$ cat config.mk
export PLATFORM = sky130hd
export DESIGN_NAME = lcd_hdr_decode
export DESIGN_NICKNAME = d
export VERILOG_FILES = /design/src/rtl/lcd_hdr_pkg.sv /design/src/rtl/lcd_hdr_dp.sv /design/src/rtl/lcd_hdr_ctrl.sv /design/src/rtl/lcd_hdr_decode.sv
export SDC_FILE = /design/constraint.sdc
export NUM_CORES = 1
export LEC_CHECK = 0
export ABC_CLOCK_PERIOD_IN_PS = 40400
export BUFFER_PORTS_ARGS = -buffer_cell sky130_fd_sc_hd__buf_2
export CAP_MARGIN = 30
export CORE_ASPECT_RATIO = 0.6
export CORE_MARGIN = 2
export CORE_UTILIZATION = 34
export CTS_CLUSTER_DIAMETER = 120
export DETAILED_ROUTE_END_ITERATION = 10
export GPL_ROUTABILITY_DRIVEN = 1
export SLEW_MARGIN = 5
export SYNTH_ARGS = -nofsm -noshare
export SYNTH_HDL_FRONTEND = slang
export SYNTH_SLANG_ARGS = --single-unit
$ cat constraint.sdc
create_clock -name clk -period 40.4 [get_ports clk]
set_clock_uncertainty 0.05 [all_clocks]
set_input_delay 8.08 -clock clk [delete_from_list [all_inputs] [get_ports clk]]
set_output_delay 8.08 -clock clk [all_outputs]
set_load 0.01 [all_outputs]
$ cat src/rtl/lcd_hdr_pkg.sv
package lcd_hdr_pkg;

  typedef enum logic [2:0] {
    FMT_PAL2  = 3'd0,
    FMT_PAL4  = 3'd1,
    FMT_PAL8  = 3'd2,
    FMT_RGB12 = 3'd3,
    FMT_RGB16 = 3'd4
  } pixFmt_e;

  // strobes from control to datapath
  typedef struct packed {
    logic capture;   // latch the decode of the current frame
    logic selFrame;  // buffer index whose size is checked
  } ctrlStrb_t;

endpackage

$ cat src/rtl/lcd_hdr_dp.sv
module lcd_hdr_dp
  import lcd_hdr_pkg::*;
#(
  parameter int DIM_W  = 11,
  parameter int ADDR_W = 32,
  parameter int OFS_W  = 10,
  parameter int BPP_W  = 5,
  parameter int NBUF   = 2
) (
  input  logic                          clk,
  input  logic                          rstN,
  input  ctrlStrb_t                     strb,
  input  logic [15:0]                   paletteHead,
  input  logic [1:0]                    loadMode,
  input  logic                          tftMode,
  input  logic [DIM_W-1:0]              lineWidth,
  input  logic [DIM_W-1:0]              lineHeight,
  input  logic [NBUF-1:0][ADDR_W-1:0]   bufTop,
  input  logic [NBUF-1:0][ADDR_W-1:0]   bufBottom,
  input  logic [31:0]                   subpanelCfg,
  output logic                          codeValid,
  output logic                          fits,
  output logic [BPP_W-1:0]              bitsPerPixel,
  output logic [2:0]                    pixFormat,
  output logic [OFS_W-1:0]              dataOffset,
  output logic [DIM_W:0]                lineStride,
  output logic [DIM_W-1:0]              firstLine,
  output logic [DIM_W-1:0]              lineCount
);

  localparam int PROD_W   = 2 * DIM_W + BPP_W;
  localparam int EXT_W    = ADDR_W + 1;
  localparam int STRIDE_W = DIM_W + BPP_W;
  localparam int SPF_W    = 10;

  logic [2:0]        depthCode;
  logic [BPP_W-1:0]  bppNext;
  pixFmt_e           fmtNext;
  logic [OFS_W-1:0]  ofsNext;
  logic [ADDR_W-1:0] bufSize [NBUF];
  logic [ADDR_W-1:0] activeSize;
  logic [PROD_W-1:0] pixBits;
  logic [EXT_W-1:0]  needBytes;
  logic [EXT_W-1:0]  limitBytes;
  logic [STRIDE_W-1:0] strideBits;
  logic [DIM_W-1:0]  spField;
  logic [DIM_W-1:0]  firstNext;
  logic [DIM_W-1:0]  countNext;

  assign depthCode = paletteHead[14:12];
  assign codeValid = (depthCode != 3'd0);

  always_comb begin
    bppNext = '0;
    fmtNext = FMT_PAL2;
    unique case (depthCode)
      3'd1: begin bppNext = BPP_W'(2); fmtNext = FMT_PAL2; end
      3'd2: begin bppNext = BPP_W'(4); fmtNext = FMT_PAL4; end
      3'd3: begin bppNext = BPP_W'(8); fmtNext = FMT_PAL8; end
      3'd0: begin bppNext = '0;        fmtNext = FMT_PAL2; end
      default: begin
        bppNext = BPP_W'(16);
        fmtNext = tftMode ? FMT_RGB16 : FMT_RGB12;
      end
    endcase
  end

  always_comb begin
    if (loadMode == 2'd2)      ofsNext = '0;
    else if (depthCode >= 3'd3) ofsNext = OFS_W'(10'h200);
    else                        ofsNext = OFS_W'(10'h020);
  end

  for (genvar b = 0; b < NBUF; b++) begin : g_size
    assign bufSize[b] = bufBottom[b] - bufTop[b];
  end

  assign activeSize = bufSize[strb.selFrame];
  assign pixBits    = PROD_W'(lineWidth) * PROD_W'(lineHeight) * PROD_W'(bppNext);
  assign needBytes  = EXT_W'(pixBits >> 3) + EXT_W'(ofsNext);
  assign limitBytes = EXT_W'(activeSize) + EXT_W'(2);
  assign fits       = (needBytes <= limitBytes);

  assign strideBits = STRIDE_W'(lineWidth) * STRIDE_W'(bppNext);

  assign spField = DIM_W'(subpanelCfg[16 +: SPF_W]);
  always_comb begin
    firstNext = '0;
    countNext = lineHeight;
    if (subpanelCfg[31]) begin
      if (subpanelCfg[29]) firstNext = spField;
      else                 countNext = spField;
    end
  end

  always_ff @(posedge clk) begin
    if (!rstN) begin
      bitsPerPixel <= '0;
      pixFormat    <= '0;
      dataOffset   <= '0;
      lineStride   <= '0;
      firstLine    <= '0;
      lineCount    <= '0;
    end else if (strb.capture) begin
      bitsPerPixel <= bppNext;
      pixFormat    <= fmtNext;
      dataOffset   <= ofsNext;
      lineStride   <= (DIM_W+1)'(strideBits >> 3);
      firstLine    <= firstNext;
      lineCount    <= countNext;
    end
  end

endmodule

$ cat src/rtl/lcd_hdr_ctrl.sv
module lcd_hdr_ctrl
  import lcd_hdr_pkg::*;
#(
  parameter int NBUF = 2
) (
  input  logic            clk,
  input  logic            rstN,
  input  logic            startFrame,
  input  logic            dualMode,
  input  logic            dmaIrqEn,
  input  logic            codeValid,
  input  logic            fits,
  output ctrlStrb_t       strb,
  output logic            frameOk,
  output logic            syncErr,
  output logic            frameSkip,
  output logic            activeFrame,
  output logic [NBUF-1:0] frameCondSet,
  output logic            dmaIrqPulse
);

  logic okNow, errNow, skipNow;

  assign skipNow = startFrame && !codeValid;
  assign errNow  = startFrame && codeValid && !fits;
  assign okNow   = startFrame && codeValid && fits;

  assign strb.capture  = okNow;
  assign strb.selFrame = activeFrame;

  always_ff @(posedge clk) begin
    if (!rstN) begin
      frameOk      <= 1'b0;
      syncErr      <= 1'b0;
      frameSkip    <= 1'b0;
      activeFrame  <= 1'b0;
      frameCondSet <= '0;
      dmaIrqPulse  <= 1'b0;
    end else begin
      frameOk      <= okNow;
      syncErr      <= errNow;
      frameSkip    <= skipNow;
      dmaIrqPulse  <= okNow && dmaIrqEn;
      frameCondSet <= okNow ? (NBUF'(1) << activeFrame) : '0;
      if (okNow && dualMode) activeFrame <= !activeFrame;
    end
  end

endmodule

$ cat src/rtl/lcd_hdr_decode.sv
module lcd_hdr_decode
  import lcd_hdr_pkg::*;
#(
  parameter int DIM_W  = 11,
  parameter int ADDR_W = 32,
  parameter int OFS_W  = 10,
  parameter int BPP_W  = 5
) (
  input  logic              clk,
  input  logic              rstN,
  input  logic              startFrame,
  input  logic [15:0]       paletteHead,
  input  logic [1:0]        loadMode,
  input  logic              tftMode,
  input  logic              dualMode,
  input  logic              dmaIrqEn,
  input  logic [DIM_W-1:0]  lineWidth,
  input  logic [DIM_W-1:0]  lineHeight,
  input  logic [ADDR_W-1:0] frameTop0,
  input  logic [ADDR_W-1:0] frameBottom0,
  input  logic [ADDR_W-1:0] frameTop1,
  input  logic [ADDR_W-1:0] frameBottom1,
  input  logic [31:0]       subpanelCfg,
  output logic              frameOk,
  output logic              syncErr,
  output logic              frameSkip,
  output logic              activeFrame,
  output logic [1:0]        frameCondSet,
  output logic              dmaIrqPulse,
  output logic [BPP_W-1:0]  bitsPerPixel,
  output logic [2:0]        pixFormat,
  output logic [OFS_W-1:0]  dataOffset,
  output logic [DIM_W:0]    lineStride,
  output logic [DIM_W-1:0]  firstLine,
  output logic [DIM_W-1:0]  lineCount
);

  localparam int NBUF = 2;

  ctrlStrb_t strb;
  logic      codeValid;
  logic      fits;
  logic [NBUF-1:0][ADDR_W-1:0] bufTop;
  logic [NBUF-1:0][ADDR_W-1:0] bufBottom;

  assign bufTop    = {frameTop1, frameTop0};
  assign bufBottom = {frameBottom1, frameBottom0};

  lcd_hdr_ctrl #(.NBUF(NBUF)) ctrl_i (
    .clk          (clk),
    .rstN         (rstN),
    .startFrame   (startFrame),
    .dualMode     (dualMode),
    .dmaIrqEn     (dmaIrqEn),
    .codeValid    (codeValid),
    .fits         (fits),
    .strb         (strb),
    .frameOk      (frameOk),
    .syncErr      (syncErr),
    .frameSkip    (frameSkip),
    .activeFrame  (activeFrame),
    .frameCondSet (frameCondSet),
    .dmaIrqPulse  (dmaIrqPulse)
  );

  lcd_hdr_dp #(
    .DIM_W (DIM_W),
    .ADDR_W(ADDR_W),
    .OFS_W (OFS_W),
    .BPP_W (BPP_W),
    .NBUF  (NBUF)
  ) dp_i (
    .clk          (clk),
    .rstN         (rstN),
    .strb         (strb),
    .paletteHead  (paletteHead),
    .loadMode     (loadMode),
    .tftMode      (tftMode),
    .lineWidth    (lineWidth),
    .lineHeight   (lineHeight),
    .bufTop       (bufTop),
    .bufBottom    (bufBottom),
    .subpanelCfg  (subpanelCfg),
    .codeValid    (codeValid),
    .fits         (fits),
    .bitsPerPixel (bitsPerPixel),
    .pixFormat    (pixFormat),
    .dataOffset   (dataOffset),
    .lineStride   (lineStride),
    .firstLine    (firstLine),
    .lineCount    (lineCount)
  );

endmodule

==> results.py <==
metrics = {
    "clock_tree": {
        "cts_sinks": 49,
        "clkTransAtPathRegs_ns": 0.07,
        "root_buffer": "clkbuf_16",
        "clockBufferDepth": 2,
        "htreeDepth": 2,
        "cts-resized-gates": 0,
        "cts_inserted_buffers": 5,
        "cts_setup_buffers": 0,
        "cts_tree": "built",
        "clock_latency_ns": 0.29,
        "postCtsHoldBufs": 0,
    },
    "finish": {
        "ff_latch_area_sq_um": 982.2,
        "final_area_sq_mm": 0.01845,
        "multi_input_area_sq_mm": 0.01421,
        "nNetsFinal": 2883,
        "area_growth_syn_to_layout_pct": 10.26,
        "fill_cells": 4979,
        "final_cell_mix": "inv_1, nand2_1, ha_1",
        "final_common_cell": "inv_1",
        "drive_above_1_share_pct": 13.67,
    },
    "route": {
        "routed_via_density": 5.393,
        "wl_per_cell_um": 16.43,
        "firstDrtPassIters": 7,
        "drc_errors": 0,
        "routed_wl_mm": 48.51,
        "drt_iter0_drc": 1399,
        "drtAntennaViolNets": 0,
        "vias": 15919,
    },
    "critical_path": {
        "reg2reg_depth": 23,
        "critPathMaxFanout": 37,
        "arrival_ns": 20.37,
        "startpoint_type": "input port",
        "r2r_start": "ctrl_i.activeFrame$_SDFFE_PN0P_",
        "crit_buf_inv": 7,
        "critPathMaxStageDelay_ns": 0.94,
        "path_class": "in -> reg",
        "path_delay_family": "adder cells",
        "reg2reg_to": "dp_i.firstLine[4]$_SDFFE_PN0P_",
        "endpoint_kind": "register",
        "crit_required_ns": 40.58,
        "r2r_slack_ns": 33.18,
        "cpMaxStageDelayCell": "o21ai_4",
    },
    "timing": {
        "period_share_pct": 49.97,
        "slew_violations": 0,
        "final_hold_viol_count": 0,
        "period_needed_ns": 20.19,
        "max_freq_ghz": 0.04954,
        "rsz0062_at_grt": "no",
        "setup_slack_ns": 20.21,
        "worst_pin_slew_ns": 0.9337,
        "relSlewSlack_pct": 37.75,
        "setup_viol": 0,
        "tns_ns": 0,
    },
    "worst_hold_path": {
        "hp-class": "reg -> reg",
        "hold_start": "dp_i.lineCount[8]$_SDFFE_PN0P_",
        "min_path_cells": 2,
        "holdPathEnd": "dp_i.lineCount[8]$_SDFFE_PN0P_",
    },
    "placed_design": {
        "placed_area_sq_mm": 0.01823,
        "dp_worst_setup_slack_ns": 20.04,
        "dp_hpwl_mm": 40.80,
        "port_buffers": 221,
        "gp_congestion": 0.9510,
    },
    "global_route": {
        "antenna_found_initial": 0,
        "grt_max_degree": 54,
        "grt_pass1_vias": 15270,
        "grt_usage_pct": 18.68,
        "grt_pass1_wl_mm": 79.65,
        "grt-ovfl-total": 0,
    },
    "die": {
        "start_util_pct": 34.74,
        "fp.coreArea_sq_mm": 0.04817,
        "die-height_um": 175.8,
        "row_count": 62,
        "dieArea_sq_mm": 0.05106,
        "ios": 265,
        "die_width_um": 290.4,
    },
    "power": {
        "seq_power_share_pct": 4.8,
        "intPower_uw": 511.3,
        "comb_power_share_pct": 90.4,
        "p_leak_nw": 9.234,
        "peakVddDrop_mv": 0.06435,
        "swShare_pct": 55.21,
        "power.density_mw_per_mm2": 61.87,
        "power_switching_uw": 630.2,
        "p_clk_share_pct": 4.8,
        "totalPowerFinal_mw": 1.141,
    },
    "yosys": {
        "synth.distinct_cells": 94,
        "syn_area_sq_mm": 0.01673,
        "yosys_register_bits": 49,
        "avgSynthCellArea_sq_um": 7.690,
        "netlist_instances": 2176,
        "synth_ff_type": "dfxtp_1",
        "ys_seq_area_share_pct": 5.862,
        "synthArstFlopShare_pct": 0,
        "synth_edf_count": 0,
        "yosysWarnings": 0,
    },
    "run": {
        "maxCapViolCount": 0,
    },
    "run_status": {
        "status": "completed",
    },
}
[Yosys cell counts (all sizes together) (25+ instances only)]
library cell,instances,area [sq um]
and2,101,631.9
clkbuf,75,281.5
ha,226,2828
nor2,158,593.1
inv,282,1059
xor2,49,429.2
o21ai,63,334.1
o21bai,25,187.7
a21oi,114,574.3
nand3,30,155.1
buf,40,242.7
nand4,33,206.5
xnor2,66,578.1
a21o,39,292.8
fa,141,2823
and3,29,181.4
nor3,49,272.8
nand2,238,893.4
dfxtp,49,980.9
a211oi,52,480.5
[cell families (layout without fill, tap and decap cells)]
group                      after synthesis  after routing  synth area share, %
AOI/OAI and AO/OA                      467            467                20.50
xor gates and xnor gates               116            116                6.154
adders and majority gates              367            367                33.77
buffers and inverters                  397            521                9.459
DFF                                     49             49                5.862
muxes                                   32             32                2.026
other                                    1             13              0.02241
and+or+nand+nor                        747            747                22.21
[stage by stage]
stage          cells  hold WS, ns  utilization, %
6_report        2952       0.4129           38.30
5_1_grt         2951       0.4386           38.29
4_1_cts         2950       0.4202           38.24
3_5_place_dp    2942       0.4090           37.83
3_3_place_gp    2942       0.4019           37.83
2_1_floorplan   2187       0.4392               -
[worst register-to-register path: stages, from the launching register on]
cell and delay, ns:
dfxtp_2 0.35, buf_4 0.33, buf_4 0.50, inv_1 0.09, buf_4 0.29, nor2_1 0.15
a21oi_1 0.10, inv_1 0.11, ha_1 0.17, nor3b_1 0.37, nand4bb_1 0.26, nor3b_2 0.51
nand2b_1 0.13, xnor2_1 0.16, ha_1 0.32, nand4_1 0.12, nor3_1 0.55, o21ai_0 0.19
nand3_1 0.16, a221oi_1 0.14, a221oi_2 0.24, nand3_2 0.64, o21ai_4 0.96, a32o_1 0.28
[power groups by stage]
stage	clock (mW)	sequential [mW]	combinational [mW]
global route	0.0578	0.0556	1.19
detailed placement	0	0.0563	1.02
CTS	0.0560	0.0552	1.03
floorplan	0	0.0578	0.796
finish	0.0547	0.0551	1.03
global placement	0	0.0561	1.00
[state kept, by name, summed over array words and instances (netlist names), 2 cells and up]
signal and flops:
ctrl_i.frameCondSet 2, dp_i.bitsPerPixel 4, dp_i.dataOffset 2, dp_i.firstLine 10, dp_i.lineCount 11, dp_i.lineStride 12
dp_i.pixFormat 3
[worst max path at each step]
| stage | startpoint | to | slack [ns] | cells after the start |
|---|---|---|---|---|
| 4_1_cts | lineHeight[4] | dp_i.firstLine[4]$_SDFFE_PN0P_ | 20.30 | 47 |
| 6_report | lineHeight[4] | dp_i.firstLine[4]$_SDFFE_PN0P_ | 20.21 | 45 |
| 3_5_place_dp | lineHeight[4] | dp_i.firstLine[4]$_SDFFE_PN0P_ | 20.04 | 47 |
| 2_1_floorplan | lineHeight[4] | dp_i.lineCount[5]$_SDFFE_PN0P_ | 22.15 | 45 |
| 3_3_place_gp | lineHeight[4] | dp_i.firstLine[5]$_SDFFE_PN0P_ | 20.20 | 43 |
| 5_1_grt | lineWidth[2] | dp_i.firstLine[4]$_SDFFE_PN0P_ | 19.35 | 47 |
[area by class of cell]
cell class / count / area share, %
diodes: 1 / 0.01356
clock buffers: 5 / 0.6781
clock inverters: 3 / 0.3730
inverters: 282 / 5.737
multi-input cells: 1741 / 77.02
flip-flops and latches: 49 / 5.323
well taps: 640 / 4.340
repair buffers: 231 / 6.510
[metal layers]
layer	vias to the layer above	part of all wire [%]	wire length [um]	global-route usage [%]
met5	-	0	0	0
met4	0	0.74	357	2.148
met3	41	6.6	3208	2.151
met2	487	41	19960	27.49
met1	7677	52	24990	29.51
li1	7714	-	-	-
(Power assumes the default switching activity.)
